==> src/rtl/fb_pkg.sv <==
package fb_pkg;

    typedef enum logic [3:0] {
        S_IDLE,
        S_ARM,
        S_RST_PULSE,
        S_SETTLE,
        S_CS_GAP,
        S_OP_ISSUE,
        S_OP_WAIT,
        S_DUM_ISSUE,
        S_DUM_WAIT,
        S_JUDGE,
        S_DONE
    } fb_state_t;

    localparam logic [7:0] STATUS_OPCODE = 8'hD7;
    localparam logic [7:0] FILL_BYTE     = 8'h00;
    localparam int unsigned CODE_LSB     = 2;
    localparam int unsigned CODE_W       = 4;

    // Whole clock cycles covering a span in microseconds, rounded up.
    function automatic int unsigned ticks_for(input int unsigned hz, input int unsigned us);
        logic [63:0] prod;
        prod = 64'(hz) * 64'(us);
        return 32'((prod + 64'd999_999) / 64'd1_000_000);
    endfunction

endpackage

==> src/rtl/fb_interval_timer.sv <==
module fb_interval_timer #(
    parameter int unsigned TICKS = 500
) (
    input  logic clk,
    input  logic rst_n,
    input  logic load,
    output logic expired
);
    localparam int unsigned CNT_W = (TICKS < 2) ? 1 : $clog2(TICKS);

    logic [CNT_W-1:0] cnt_q;

    always_ff @(posedge clk or negedge rst_n) begin
        if (!rst_n) begin
            cnt_q <= '0;
        end else if (load) begin
            cnt_q <= CNT_W'(TICKS - 1);
        end else if (cnt_q != '0) begin
            cnt_q <= cnt_q - 1'b1;
        end
    end

    assign expired = (cnt_q == '0);

    AST_TIMER_HOLDS_ZERO: assert property (@(posedge clk) disable iff (!rst_n)
        (expired && !load) |=> expired);

endmodule

==> src/rtl/fb_density_judge.sv <==
module fb_density_judge #(
    parameter logic [3:0] EXPECT_CODE = 4'h9,
    parameter int unsigned LSB = 2,
    parameter int unsigned WIDTH = 4
) (
    input  logic [7:0] stat,
    output logic       match
);
    logic [WIDTH-1:0] code;

    generate
        if (LSB + WIDTH <= 8) begin : g_slice
            assign code = stat[LSB +: WIDTH];
        end else begin : g_bad
            assign code = '1;
        end
    endgenerate

    assign match = (code == WIDTH'(EXPECT_CODE));

endmodule

==> src/rtl/flash_bringup.sv <==
module flash_bringup
    import fb_pkg::*;
#(
    parameter int unsigned CLK_FREQ_HZ = 50_000_000,
    parameter int unsigned PULSE_US    = 10,
    parameter logic [3:0]  EXPECT_CODE = 4'h9
) (
    input  logic       clk,
    input  logic       rst_n,
    input  logic       start,
    output logic       flash_rst_n,
    output logic       flash_wp_n,
    output logic       flash_cs_n,
    output logic       xfer_start,
    output logic [7:0] xfer_tx,
    input  logic       xfer_done,
    input  logic [7:0] xfer_rx,
    output logic       seq_done,
    output logic       dev_pass,
    output logic       dev_fail,
    output logic [7:0] status_byte
);
    localparam int unsigned TICKS = ticks_for(CLK_FREQ_HZ, PULSE_US);

    fb_state_t state_q, state_n;
    logic      tmr_load, tmr_expired, code_match;
    logic      accept;
    logic [7:0] stat_q;
    logic       pass_q, fail_q;

    assign accept = start && (state_q == S_IDLE || state_q == S_DONE);

    fb_interval_timer #(.TICKS(TICKS)) u_timer (
        .clk     (clk),
        .rst_n   (rst_n),
        .load    (tmr_load),
        .expired (tmr_expired)
    );

    fb_density_judge #(
        .EXPECT_CODE (EXPECT_CODE),
        .LSB         (CODE_LSB),
        .WIDTH       (CODE_W)
    ) u_judge (
        .stat  (stat_q),
        .match (code_match)
    );

    // State register
    always_ff @(posedge clk or negedge rst_n) begin
        if (!rst_n) state_q <= S_IDLE;
        else        state_q <= state_n;
    end

    // Next state
    always_comb begin
        state_n = state_q;
        unique case (state_q)
            S_IDLE:      if (start) state_n = S_ARM;
            S_ARM:       state_n = S_RST_PULSE;
            S_RST_PULSE: if (tmr_expired) state_n = S_SETTLE;
            S_SETTLE:    if (tmr_expired) state_n = S_CS_GAP;
            S_CS_GAP:    state_n = S_OP_ISSUE;
            S_OP_ISSUE:  state_n = S_OP_WAIT;
            S_OP_WAIT:   if (xfer_done) state_n = S_DUM_ISSUE;
            S_DUM_ISSUE: state_n = S_DUM_WAIT;
            S_DUM_WAIT:  if (xfer_done) state_n = S_JUDGE;
            S_JUDGE:     state_n = S_DONE;
            S_DONE:      if (start) state_n = S_ARM;
            default:     state_n = S_IDLE;
        endcase
    end

    assign tmr_load = (state_n != state_q) &&
                      (state_n == S_RST_PULSE || state_n == S_SETTLE);

    // Outputs decoded from state
    always_comb begin
        flash_rst_n = 1'b1;
        flash_cs_n  = 1'b1;
        xfer_start  = 1'b0;
        xfer_tx     = FILL_BYTE;
        unique case (state_q)
            S_RST_PULSE: begin
                flash_rst_n = 1'b0;
                flash_cs_n  = 1'b0;
            end
            S_OP_ISSUE: begin
                flash_cs_n = 1'b0;
                xfer_start = 1'b1;
                xfer_tx    = STATUS_OPCODE;
            end
            S_OP_WAIT: begin
                flash_cs_n = 1'b0;
                xfer_tx    = STATUS_OPCODE;
            end
            S_DUM_ISSUE: begin
                flash_cs_n = 1'b0;
                xfer_start = 1'b1;
            end
            S_DUM_WAIT: begin
                flash_cs_n = 1'b0;
            end
            default: begin
            end
        endcase
    end

    assign flash_wp_n = 1'b1;
    assign seq_done   = (state_q == S_DONE);

    // Captured byte and verdict
    always_ff @(posedge clk or negedge rst_n) begin
        if (!rst_n) begin
            stat_q <= '0;
            pass_q <= 1'b0;
            fail_q <= 1'b0;
        end else begin
            if (accept) begin
                pass_q <= 1'b0;
                fail_q <= 1'b0;
            end else if (state_q == S_JUDGE) begin
                pass_q <= code_match;
                fail_q <= !code_match;
            end
            if (state_q == S_DUM_WAIT && xfer_done) begin
                stat_q <= xfer_rx;
            end
        end
    end

    assign dev_pass    = pass_q;
    assign dev_fail    = fail_q;
    assign status_byte = stat_q;

    AST_PULSE_CS_LOW: assert property (@(posedge clk) disable iff (!rst_n)
        !flash_rst_n |-> !flash_cs_n);
    AST_JOINT_RELEASE: assert property (@(posedge clk) disable iff (!rst_n)
        $rose(flash_rst_n) |-> $rose(flash_cs_n));
    AST_XFER_SINGLE: assert property (@(posedge clk) disable iff (!rst_n)
        xfer_start |=> !xfer_start);
    AST_XFER_SELECTED: assert property (@(posedge clk) disable iff (!rst_n)
        xfer_start |-> (!flash_cs_n && flash_rst_n));
    AST_ONE_VERDICT: assert property (@(posedge clk) disable iff (!rst_n)
        seq_done |-> ($countones({dev_pass, dev_fail}) == 1));
    AST_VERDICT_ONLY_DONE: assert property (@(posedge clk) disable iff (!rst_n)
        (dev_pass || dev_fail) |-> seq_done);
    AST_RESULT_HOLD: assert property (@(posedge clk) disable iff (!rst_n)
        (seq_done && !start) |=> (seq_done && $stable(status_byte) && $stable(dev_pass)));
    AST_CS_FREE_DONE: assert property (@(posedge clk) disable iff (!rst_n)
        seq_done |-> flash_cs_n);

endmodule

==> config.mk <==
export PLATFORM = sky130hd
export DESIGN_NAME = flash_bringup
export DESIGN_NICKNAME = d
export VERILOG_FILES = /design/src/rtl/fb_pkg.sv /design/src/rtl/fb_interval_timer.sv /design/src/rtl/fb_density_judge.sv /design/src/rtl/flash_bringup.sv
export SDC_FILE = /design/constraint.sdc
export NUM_CORES = 1
export LEC_CHECK = 0
export BUFFER_PORTS_ARGS = -buffer_cell sky130_fd_sc_hd__buf_4
export CAP_MARGIN = 20
export CORE_MARGIN = 1
export CORE_UTILIZATION = 50
export CTS_BUF_LIST = sky130_fd_sc_hd__clkbuf_4 sky130_fd_sc_hd__clkbuf_8 sky130_fd_sc_hd__clkbuf_16
export DETAILED_ROUTE_END_ITERATION = 6
export GPL_TIMING_DRIVEN = 0
export MAX_ROUTING_LAYER = met4
export PLACE_DENSITY = 0.76
export SLEW_MARGIN = 10
export SYNTH_ARGS = -nofsm -noshare
export SYNTH_HDL_FRONTEND = slang
export SYNTH_HIERARCHICAL = 1
export SYNTH_SLANG_ARGS = --single-unit
==> constraint.sdc <==
create_clock -name clk -period 2.9 [get_ports clk]
set_clock_uncertainty 0.2 [all_clocks]
set_input_delay 0.58 -clock clk [delete_from_list [all_inputs] [get_ports clk]]
set_output_delay 0.58 -clock clk [all_outputs]
set_load 0.005 [all_outputs]
After elaboration in Yosys (flattened, before gate mapping)
Cells that the tools add are included.
{"block": "classes", "add_sub_neg": 1, "n_eq_ne": 14, "muxes": 16, "reduce_logical": 15}
{"op": "one-hot mux 4 bit (10 select lines)", "n": 1}
{"op": "two-way mux 4 bit", "n": 5}
{"op": "two-way mux 9 bit", "n": 2}
{"op": "== test 4 x 2 -> 1 bit (second input constant)", "n": 4}
{"op": "== test 4 x 3 -> 1 bit (second input constant)", "n": 4}
{"op": "== test 4 bit (second input constant)", "n": 4}
{"op": "logical NOT 9 bit", "n": 1}
{"op": "nonzero test 9 bit", "n": 1}
{"op": "subtractor 9 x 1 -> 9 bit (second input constant)", "n": 1}
{"op": "two-way mux 8 bit", "n": 1}
{"op": "two-way mux 1 bit", "n": 7}
{"op": "OR reduction 2 bit", "n": 3}
{"op": "OR reduction 5 bit", "n": 1}
{"op": "== test 4 x 1 -> 1 bit (second input constant)", "n": 1}
{"op": "logical NOT 4 bit", "n": 1}
{"op": "!= test 4 bit", "n": 1}
{"op": "nonzero test 2 bit", "n": 2}
{"op": "logical AND 1 bit", "n": 3}
{"op": "logical OR 1 bit", "n": 2}
{"op": "logical NOT 1 bit", "n": 1}
{"block": "totals", "ff_bits": 23, "input_bits": 12, "out_inout_bits": 23, "wordCells": 51}

Logic depth before layout (Yosys ltp)
Gate-level depths: netlist of the first run.
{"block": "depth", "word_depth": 7, "mapped_depth": 10, "ltp_nobuf": 8}

Hierarchy
The synthesis of the first run kept the hierarchy.
{"mod": "flash_bringup", "instances": 1, "cells_each": 79, "area_each_um2": 845.8, "seq_area_each_um2": 350.3}
{"mod": "fb_interval_timer", "instances": 1, "cells_each": 47, "area_each_um2": 469.2, "seq_area_each_um2": 225.2}
{"mod": "fb_density_judge", "instances": 1, "cells_each": 1, "area_each_um2": 12.5, "seq_area_each_um2": 0.0}

Worst setup path after synthesis of the first run
Ideal clock, no wire load.
{"block": "synth_path", "path_kind": "register to register", "start": "register u_timer.cnt_q[0]", "end": "register u_timer.cnt_q[7]", "setup_time_ns": 0.079, "arrival_time_ns": 2.100, "t_required_ns": 2.621, "setup_slack_ns": 0.520, "stages_incl_launch_ff": 11, "n_path_buf": 2, "synth_period_minus_slack_ns": 2.380, "path_cell_list": "dfrtp_1 -> inv_1 -> ha_1 -> or4b_1 -> buf_2 -> nor2_4 -> nand3_1 -> a211oi_1 -> buf_1 -> nor2b_1 -> mux2i_1"}
{"block": "synth_via", "elab_chain_len": 7, "word_cells_on_any_way": 14, "cone_classes": "add/sub: 1; eq/ne: 3; mux: 5; reduce/logical: 5"}
{"item": "start, declared", "line": "fb_interval_timer.sv:11", "source": "logic [CNT_W-1:0] cnt_q;"}
{"item": "start signal, assigned", "line": "fb_interval_timer.sv:17", "source": "cnt_q <= CNT_W'(TICKS - 1);"}
{"item": "start signal, assigned", "line": "fb_interval_timer.sv:19", "source": "cnt_q <= cnt_q - 1'b1;"}
{"item": "logical NOT 9 bit *", "line": "fb_interval_timer.sv:23", "source": "assign expired = (cnt_q == '0);"}
{"item": "named net tmr_expired", "line": "flash_bringup.sv:26", "source": "logic tmr_load, tmr_expired, code_match;"}
{"item": "two-way mux 4 bit, on equally long branches", "line": "flash_bringup.sv:62, flash_bringup.sv:61"}
{"item": "one-hot mux 4 bit (10 select lines) *", "line": "flash_bringup.sv:58", "source": "unique case (state_q)"}
{"item": "== test 4 x 2 -> 1 bit", "line": "flash_bringup.sv:75", "source": "(state_n == S_RST_PULSE || state_n == S_SETTLE);"}
{"item": "logical OR 1 bit", "line": "flash_bringup.sv:75"}
{"item": "logical AND 1 bit *", "line": "flash_bringup.sv:74", "source": "assign tmr_load = (state_n != state_q) &&"}
{"item": "named net tmr_load", "line": "flash_bringup.sv:26"}
{"item": "two-way mux 9 bit or nonzero test 2 bit (tied branches)"}
Mark *: on every way through the listed nets, which the timed path passes. The rest lies on a longest branch. The select of a mux whose other input is x is not followed.
A chain may end at the register's enable or synchronous reset.

Worst setup path after layout of the first run
{"block": "layout_path", "start": "register state_q[1]", "end": "output xfer_tx[1]"}
{"block": "layout_via", "elab_chain_len": 3, "word_cells_on_any_way": 4, "cone_classes": "eq/ne: 2; mux: 1; reduce/logical: 1"}
{"item": "start, declared", "line": "flash_bringup.sv:25", "source": "fb_state_t state_q, state_n;"}
{"item": "start signal, assigned", "line": "flash_bringup.sv:52", "source": "else state_q <= state_n;"}
{"item": "== test 4 x 3 -> 1 bit", "line": "flash_bringup.sv:83", "source": "unique case (state_q)"}
{"item": "OR reduction 2 bit (no line) *"}
{"item": "two-way mux 8 bit *", "line": "flash_bringup.sv:83"}
{"item": "end, declared", "line": "flash_bringup.sv:15", "source": "output logic [7:0] xfer_tx,"}
Mark *: on every way between the ends. The rest lies on a longest branch, timed or not.

==> results of run 1 <==
-- flip-flops by register name, indices dropped and copies added (netlist names) --
register / cells
u_timer/cnt_q: 9
dev_pass: 1
state_q: 4
status_byte: 8
dev_fail: 1
-- cell usage after synthesis (2+ instances only) --
cell type	number	area, um2
or4b_1	2	20.0
nand2_1	5	18.8
buf_4	8	60.1
nor2b_1	2	12.5
xnor2_1	2	17.5
o21ai_0	5	25.0
nor2_1	10	37.5
and4bb_2	2	25.0
nor3_1	2	10.0
nand2b_1	6	37.5
clkbuf_1	4	15.0
mux2_4	8	120
mux2i_1	6	60.1
a21oi_1	6	30.0
nand3b_1	2	15.0
xor2_1	3	26.3
inv_1	5	18.8
dfrtp_1	23	576
conb_1	2	7.51
or4_1	2	15.0
-- where the power goes --
part	internal, uW	switching [uW]
clock	51.6	98.6
combinational	165	163
sequential	400	73.3
total	617	335
-- worst min-delay path by stage --
stage	start	endpoint	slack (ps)	cells past startpoint
final	xfer_rx[4]	status_byte[4]	280	2
after global routing	xfer_rx[7]	status_byte[7]	260	2
after CTS	xfer_rx[4]	status_byte[4]	270	2
after detailed placement	rst_n	u_timer/cnt_q[3]	290	1
after global placement	u_timer/cnt_q[8]	u_timer/cnt_q[8]	280	2
after floorplan	rst_n	dev_fail	80	0
-- stage by stage --
step / cells / total power (uW) / area, um2 / utilization (%) / hold slack, ps
finish: 194 / 952 / 1640 / 65.8 / 282
detailed placement: 189 / 802 / 1600 / 64.1 / 291
floorplan: 128 / 688 / 1330 / - / 84.4
CTS: 194 / 957 / 1640 / 65.6 / 272
global placement: 189 / 773 / 1600 / 64.1 / 276
global route: 194 / 1020 / 1640 / 65.8 / 264
-- cells in the final DEF, fill, tap and decap left out, types with 3 or more instances in the layout --
| cell | instances |
|---|---|
| buf_4 | 39 |
| dfrtp_1 | 23 |
| nor2_1 | 10 |
| mux2_4 | 8 |
| nand2b_1 | 6 |
| mux2i_1 | 6 |
| inv_1 | 5 |
| nand2_1 | 5 |
| o21ai_0 | 5 |
| a21oi_1 | 5 |
| clkbuf_1 | 3 |
| xor2_1 | 3 |
| conb_1 | 3 |
| clkbuf_4 | 3 |
-- area by class of cell --
type | count | share of cell area, %
multi-input cells | 85 | 39.3
flip-flops and latches | 23 | 35.0
repair buffers | 32 | 14.8
plain buffers | 15 | 5.86
well taps | 30 | 2.28
clock buffers | 3 | 1.37
inverters | 5 | 1.14
clock inverters | 1 | 0.304
-- critical path, delay by kind of cell, from the launching register on --
kind / cells / cell delay [ps]
buffers and inverters: 3 / 620
AOI/OAI and AO/OA: 1 / 300
DFF: 1 / 460
and+or+nand+nor: 1 / 190
-- logic make-up (layout without fill, tap and decap cells) --
logic type,Yosys count,in the layout,share of synthesized area (%)
AND/OR/NAND/NOR,42,42,20.0
flip-flops,23,23,43.4
AO/OA/AOI/OAI,20,20,9.71
buffers and inverters,20,56,8.58
multiplexers,14,14,13.6
XOR/XNOR,5,5,3.30
other,2,3,0.566
adder cells (fa/ha/maj),1,1,0.942
-- metal layers --
metal	global-route usage [%]	vias up	share of wire, %
met5	-	-	0
met2	34.2	16	52
li1	-	512	-
met1	24.3	504	45
met3	6.03	2	3.1
met4	3.95	0	0.49
-- what timing repair did --
| item | 4_1_cts | 5_1_grt |
|---|---|---|
| endpoints found under the setup margin | 0 | 6 |
| hold buffers | 1 | 0 |
| gates resized for setup | 0 | 3 |
| endpoints found under the hold margin | 23 | 0 |
==> results.ini, run 1 <==
[floorplanning]
ios = 35
die-area_um2 = 2860
initial_utilization_pct = 53.1
coreArea_um2 = 2500
die_h_um = 53.5
fp.dieW_um = 53.5
num_rows = 18

[setup_path]
cp_max_fo = 10
endpoint = xfer_tx[1]
rr_startpoint = u_timer/cnt_q[0]
rrSetupSlack_ps = 260
cp_data_required_time_ps = 2120
r2r-end = u_timer/cnt_q[7]
cpPeakStageDelay_ps = 460
crit_path_start_kind = register
worst_path_most_repeated_cell = buf_4
crit_start = state_q[1]
worstPathArrival_ps = 1870
cp_slowest_cell = dfrtp_1
path_class = register to output port
ff2ff_path_depth = 10
path_cells = buf_1 > nand2_1 > a21oi_2 > buf_4 > buf_4
worstSetupEndpointType = output port

[placement]
port_buffers = 31
hpwl_um = 1920
pre_cts_ws_ps = 171
gp_congestion = 0.817

[power]
peakVddDrop_v = 0.000492
p_leak_uw = 0.000803
power_density_nw_per_um2 = 579

[global_routing]
grt_pass1_vias = 924
grt_usage_pct = 20.4
grt_overflow_total = 0
antenna_found_initial = 0
grt_max_degree = 24
grt_pass1_wl_um = 4060

[sta]
drv_slew = 0
fmax_mhz = 377
finalHoldViolations = 0
fin_crit_ps = 2650
setup_violations = 0
timing.final.crit_share_pct = 91.4
rsz0062_at_grt = no
finalSetupTns_ps = 0
setup_ws_ps = 250

[clocking]
cts_tree = done
cts_buffers = 3
insertion_delay_ps = 310
clock_path_buffers = 2
h-tree-depth = 1
postCtsSetupRepairBufs = 0
cts-root-buf = clkbuf_4
cts.sinks = 23
clk_pin_slew_ps = 130

[cells_and_area]
syn2layout_area_growth_pct = 23.8
drive_gt1_share_pct = 36.6
final_nets = 178
antenna_cells = 0
nFillCells = 213
regArea_um2 = 576
multi_input_area_um2 = 646

[routing]
firstDrtPassIters = 4
ant_nets = 0
wl_per_cell_um = 13.7
drtIter0Drc = 14
drc = 0
vias = 1034
via_per_inst = 5.33
wl_um = 2660

[logic_synthesis]
synthArstFlopShare_pct = 100
syn_inst = 127
ys_ff_latch = 23
ys_seq_area_share_pct = 43.4
avgSynthCellArea_um2 = 10.5
netlist_area_um2 = 1330
synth_flop_cell = dfrtp_1
synth_edf_count = 0
ys_warn_count = 6
synth.distinct_cells = 42

[min_path]
min_path_type = input port to register

[status]
outcome = finished, final reports clean

[flow_run]
maxCapViolations = 0

(Power assumes the default switching activity.)
==> run 2: changes to the inputs <==
--- a/config.mk
+++ b/config.mk
@@ -14,6 +14,7 @@
 export GPL_TIMING_DRIVEN = 0
 export MAX_ROUTING_LAYER = met4
 export PLACE_DENSITY = 0.76
+export RECOVER_POWER = 100
 export SLEW_MARGIN = 10
 export SYNTH_ARGS = -nofsm -noshare
 export SYNTH_HDL_FRONTEND = slang
==> run 2 against run 1 <==
Worst hold slack got worse by 12 ps. Critical endpoint unchanged. Utilization fell by 1.5 points. Largest power group unchanged. Sequential cell count did not move. Worst setup slack got worse by 14 ps. Clock power barely moved. Sequential power barely moved. Design area fell by 2.3%. Total power fell by 1.2%. Wire length fell by 1.6%.
==> results.ini, run 2 (synthesis gave the netlist of run 1 again) <==
[status]
outcome = finished, final reports clean

[global_routing]
grt_pass1_wl_um = 4060
grt_usage_pct = 20.4
grt_overflow_total = 0
grt_pass1_vias = 924
antenna_found_initial = 0
grt_max_degree = 24

[setup_path]
worstPathArrival_ps = 1880
cpPeakStageDelay_ps = 460
ff2ff_path_depth = 10
path_class = register to output port
cp_slowest_cell = dfrtp_1
critPathBufInv = 3
cp.depth = 5
path_delay_family = buffers and inverters
rrSetupSlack_ps = 260
cp_data_required_time_ps = 2120
r2r-end = u_timer/cnt_q[7]
endpoint = xfer_tx[1]
crit_path_start_kind = register
rr_startpoint = u_timer/cnt_q[0]
worstSetupEndpointType = output port
crit_start = state_q[1]
path_cells = clkbuf_1 > nand2_1 > a21oi_2 > clkbuf_4 > buf_4
cp_max_fo = 10

[sta]
drv_slew = 0
finalHoldViolations = 0
slew_headroom_pct = 17.5
rsz0062_at_grt = no
fin_crit_ps = 2660
finalSetupTns_ps = 0
setup_violations = 0
hold_ws_ps = 270
timing.final.crit_share_pct = 91.9
fmax_mhz = 375
worst_slew_pin_slew_ps = 1240

[clocking]
cts-root-buf = clkbuf_4
cts_buffers = 3
insertion_delay_ps = 310
h-tree-depth = 1
clock_path_buffers = 2
postCtsSetupRepairBufs = 0
clk_pin_slew_ps = 130
cts_tree = done
cts.sinks = 23

[cells_and_area]
syn2layout_area_growth_pct = 21.0
drive_gt1_share_pct = 31.1
nFillCells = 225
final_nets = 178
final_cell_mix = 23 x dfrtp_1, 22 x clkbuf_4, 19 x buf_4
regMostFlops = u_timer/cnt_q
utilization_pct = 64.3
largest_reg_flops = 9
antenna_cells = 0
final_common_cell = dfrtp_1

[power]
seqPwrFrac_pct = 50.3
p_comb_share_pct = 33.9
swShare_pct = 35.1
p_leak_uw = 0.000757
power_density_nw_per_um2 = 585
internal_power_uw = 610
peakVddDrop_v = 0.000490
p_sw_uw = 330
p_clk_share_pct = 15.8

[min_path]
min_path_type = input port to register

[placement]
hpwl_um = 1920
port_buffers = 31
gp_congestion = 0.817

[routing]
wl_um = 2620
vias = 1041
drtIter0Drc = 16
firstDrtPassIters = 4
wl_per_cell_um = 13.5
ant_nets = 0
via_per_inst = 5.37
drc = 0

[flow_run]
maxCapViolations = 0

[floorplanning]
num_rows = 18
coreArea_um2 = 2500
die_h_um = 53.5
ios = 35
fp.dieW_um = 53.5
initial_utilization_pct = 53.1
die-area_um2 = 2860

## run 2: changes by cell type in the layout (fill, tap and decap cells not counted), sizes merged
cell	change
buf	-22
clkbuf	+22
## run 2: worst min-delay path by stage
stage                startpoint          endpoint  slack [ps]  depth (start not counted)
2_1_floorplan             rst_n          dev_fail          80                          0
3_3_place_gp   u_timer/cnt_q[8]  u_timer/cnt_q[8]         280                          2
3_5_place_dp              rst_n  u_timer/cnt_q[3]         290                          1
4_1_cts              xfer_rx[4]    status_byte[4]         270                          2
5_1_grt              xfer_rx[6]    status_byte[6]         250                          2
6_report             xfer_rx[4]    status_byte[4]         270                          2
## run 2: through the flow
step / setup WS [ps] / total power [uW] / instances / cell area (um2)
after floorplan: 520 / 688 / 128 / 1330
after global placement: 260 / 773 / 189 / 1600
after detailed placement: 171 / 802 / 189 / 1600
after CTS: 138 / 957 / 194 / 1640
after global routing: 59.7 / 1010 / 194 / 1610
final: 236 / 940 / 194 / 1610
## run 2: metal layers
layer / GRT usage [%] / share of wire, % / vias to the layer above
met5: - / 0 / -
met4: 3.95 / 0.50 / 0
met3: 6.03 / 3.6 / 2
met2: 34.2 / 53 / 24
met1: 24.3 / 43 / 502
li1: - / - / 513
## run 2: cell type report
cell class	count	area, um2	area share (%)
Timing Repair Buffer	32	239	14.9
Tap cell	30	37.5	2.34
Buffer	15	88.8	5.53
Clock inverter	1	5.00	0.312
Inverter	5	18.8	1.17
Sequential cell	23	576	35.8
Clock buffer	3	22.5	1.40
Multi-Input combinational cell	85	619	38.6
## run 2: power by group through the flow
stage / sequential [uW] / combinational [uW] / clock (uW)
2_1_floorplan: 461 / 227 / 0
3_3_place_gp: 473 / 301 / 0
3_5_place_dp: 479 / 323 / 0
4_1_cts: 472 / 326 / 159
5_1_grt: 484 / 357 / 171
6_report: 473 / 319 / 149
## run 2: timing repair
action | CTS | global route
endpoints found under the hold margin | 23 | 0
hold buffers | 1 | 0
endpoints found under the setup margin | 0 | 6
gates resized for setup | 0 | 3
==> run 3: changes to the inputs <==
--- a/config.mk
+++ b/config.mk
@@ -8,12 +8,11 @@
 export BUFFER_PORTS_ARGS = -buffer_cell sky130_fd_sc_hd__buf_4
 export CAP_MARGIN = 20
 export CORE_MARGIN = 1
-export CORE_UTILIZATION = 50
+export CORE_UTILIZATION = 35
 export CTS_BUF_LIST = sky130_fd_sc_hd__clkbuf_4 sky130_fd_sc_hd__clkbuf_8 sky130_fd_sc_hd__clkbuf_16
 export DETAILED_ROUTE_END_ITERATION = 6
 export GPL_TIMING_DRIVEN = 0
 export MAX_ROUTING_LAYER = met4
-export PLACE_DENSITY = 0.76
 export RECOVER_POWER = 100
 export SLEW_MARGIN = 10
 export SYNTH_ARGS = -nofsm -noshare
==> constraint.sdc (replaced) <==
create_clock -name clk -period 3.26 [get_ports clk]
set_clock_uncertainty 0.2 [all_clocks]
set_input_delay 0.815 -clock clk [delete_from_list [all_inputs] [get_ports clk]]
set_output_delay 0.815 -clock clk [all_outputs]
set_load 0.005 [all_outputs]
==> run 3 against run 2 <==
Wire length increased by 0.54%. Register-to-register slack improved by 210 ps. Sequential cell count unchanged. Critical endpoint is now xfer_tx[6]. Sequential power decreased by 11%. Worst hold slack improved by 25 ps. Non-clock buffer count decreased by 1. Highest routed layer unchanged. First-iteration DRC count increased by 110%. Utilization decreased by 20 points. Critical path depth unchanged. Via count decreased by 1.4%.
==> results.ini, run 3 (synthesis gave the netlist of run 1 again) <==
[clocking]
insertion_delay_ps = 260
cts-root-buf = clkbuf_8
cts_buffers = 3
cts_tree = done
cts_resized = 0
clock_path_buffers = 2
cts.sinks = 23
postCtsHoldBufs = 0
h-tree-depth = 1
postCtsSetupRepairBufs = 0
clk_pin_slew_ps = 90

[floorplanning]
die_h_um = 63.6
initial_utilization_pct = 36.3
die-area_um2 = 4040
fp.dieW_um = 63.6
coreArea_um2 = 3660
num_rows = 22
ios = 35

[sta]
fmax_mhz = 335
slew_headroom_pct = 19.6
finalHoldViolations = 0
rsz0062_at_grt = no
worst_slew_pin_slew_ps = 1210
finalSetupTns_ps = 0
setup_ws_ps = 273
setup_violations = 0
timing.final.crit_share_pct = 91.6
fin_crit_ps = 2990
drv_slew = 0

[global_routing]
met2_usage_pct = 25.4
grt_overflow_total = 0
met1_usage_pct = 18.4
grt_pass1_wl_um = 4710
grt_most_used_layer = met2
met3_usage_pct = 2.36
antenna_found_initial = 0
grt_usage_pct = 15.0
grt_max_degree = 24
grt_pass1_vias = 1049

[setup_path]
rrSetupSlack_ps = 470
worstSetupEndpointType = output port
crit_path_start_kind = register
crit_start = state_q[1]
path_delay_family = buffers and inverters
cp_data_required_time_ps = 2240
cp_slowest_cell = dfrtp_1
worstPathArrival_ps = 1970
path_cells = clkbuf_1 > nand2_1 > a21oi_1 > buf_4 > clkbuf_4
critPathBufInv = 3
rr_startpoint = u_timer/cnt_q[0]
path_class = register to output port
cpPeakStageDelay_ps = 460
cp_max_fo = 10

[cells_and_area]
regMostFlops = u_timer/cnt_q
final_nets = 177
drive_gt1_share_pct = 28.8
nFillCells = 353
antenna_cells = 0
largest_reg_flops = 9
stdcell_count = 211
final_cell_area_um2 = 1630
final_common_cell = dfrtp_1
syn2layout_area_growth_pct = 22.6
utilization_pct = 44.5
final_cell_mix = 23 x dfrtp_1, 19 x clkbuf_4, 18 x buf_4

[power]
seqPwrFrac_pct = 48.4
p_clk_share_pct = 20.4
p_sw_uw = 294
peakVddDrop_v = 0.000204
internal_power_uw = 580
swShare_pct = 33.6
power_density_nw_per_um2 = 536
p_comb_share_pct = 31.2
p_leak_uw = 0.000752

[placement]
pre_cts_ws_ps = 534
gp_congestion = 0.806
place_inst = 207
placed_area_um2 = 1620
hpwl_um = 2050
port_buffers = 31

[min_path]
hp-start = status_byte[1]
min_path_type = register to register

[routing]
firstDrtPassIters = 4
vias = 1026
wl_um = 2630
via_per_inst = 4.86
drc = 0
ant_nets = 0
drtIter0Drc = 33
wl_per_cell_um = 12.5

[flow_run]
maxCapViolations = 0

[status]
outcome = finished, final reports clean

run 3: changes by cell type in the layout (fill, tap and decap cells not counted):
cell | previous run | this run
clkbuf_1 | 6 | 9
clkbuf_8 | 0 | 3
clkbuf_2 | 1 | 0
clkbuf_4 | 22 | 19
buf_2 | 1 | 0
a21oi_1 | 5 | 6
buf_4 | 19 | 18
a21oi_2 | 1 | 0
dlygate4sd3_1 | 1 | 0
run 3: path summary, 6_finish.rpt:
check                                   endpoint  cells after the start
worst max-delay path                  xfer_tx[6]                      5
worst min-delay path              status_byte[1]                      1
worst max register to register  u_timer/cnt_q[7]                     10
worst min register to register    status_byte[1]                      1
max in group asynchronous             state_q[0]                      1
min in group asynchronous       u_timer/cnt_q[2]                      1
run 3: area by class of cell:
cell class                 instances  area, um2  share of cell area [%]
tap                               48       60.1                    3.69
inverter                           5       18.8                    1.15
sequential                        23        576                    35.4
multi-input combinational         85        616                    37.8
clock inverter                     1       5.00                   0.307
clock buffer                       3       41.3                    2.54
timing repair buffer              31        225                    13.8
buffer                            15       86.3                    5.30
run 3: metal layers:
metal	vias to the layer above	routed length, um
met5	-	0
met4	0	21
met3	4	82
met2	20	1310
met1	495	1220
li1	507	-
run 3: metrics by stage:
stage,power [uW],hold WS (ps)
after floorplan,612,259
after global placement,691,280
after detailed placement,712,292
after CTS,891,233
after global routing,944,329
final,873,295
run 3: worst register-to-register path, cell delays in order, from the launching register on:
cell      delay, ps
dfrtp_1         410
inv_1           100
ha_1            180
or4b_1          450
clkbuf_1        210
nor2_4          260
nand3_1         110
a211oi_1        240
clkbuf_1        350
nor2b_1          90
mux2i_1         130
run 3: power by group through the flow:
stage	clock network (uW)	registers, uW	logic, uW
after floorplan	0	410	202
after global placement	0	422	268
after detailed placement	0	428	284
after CTS	184	423	284
after global routing	196	435	313
final	178	423	272
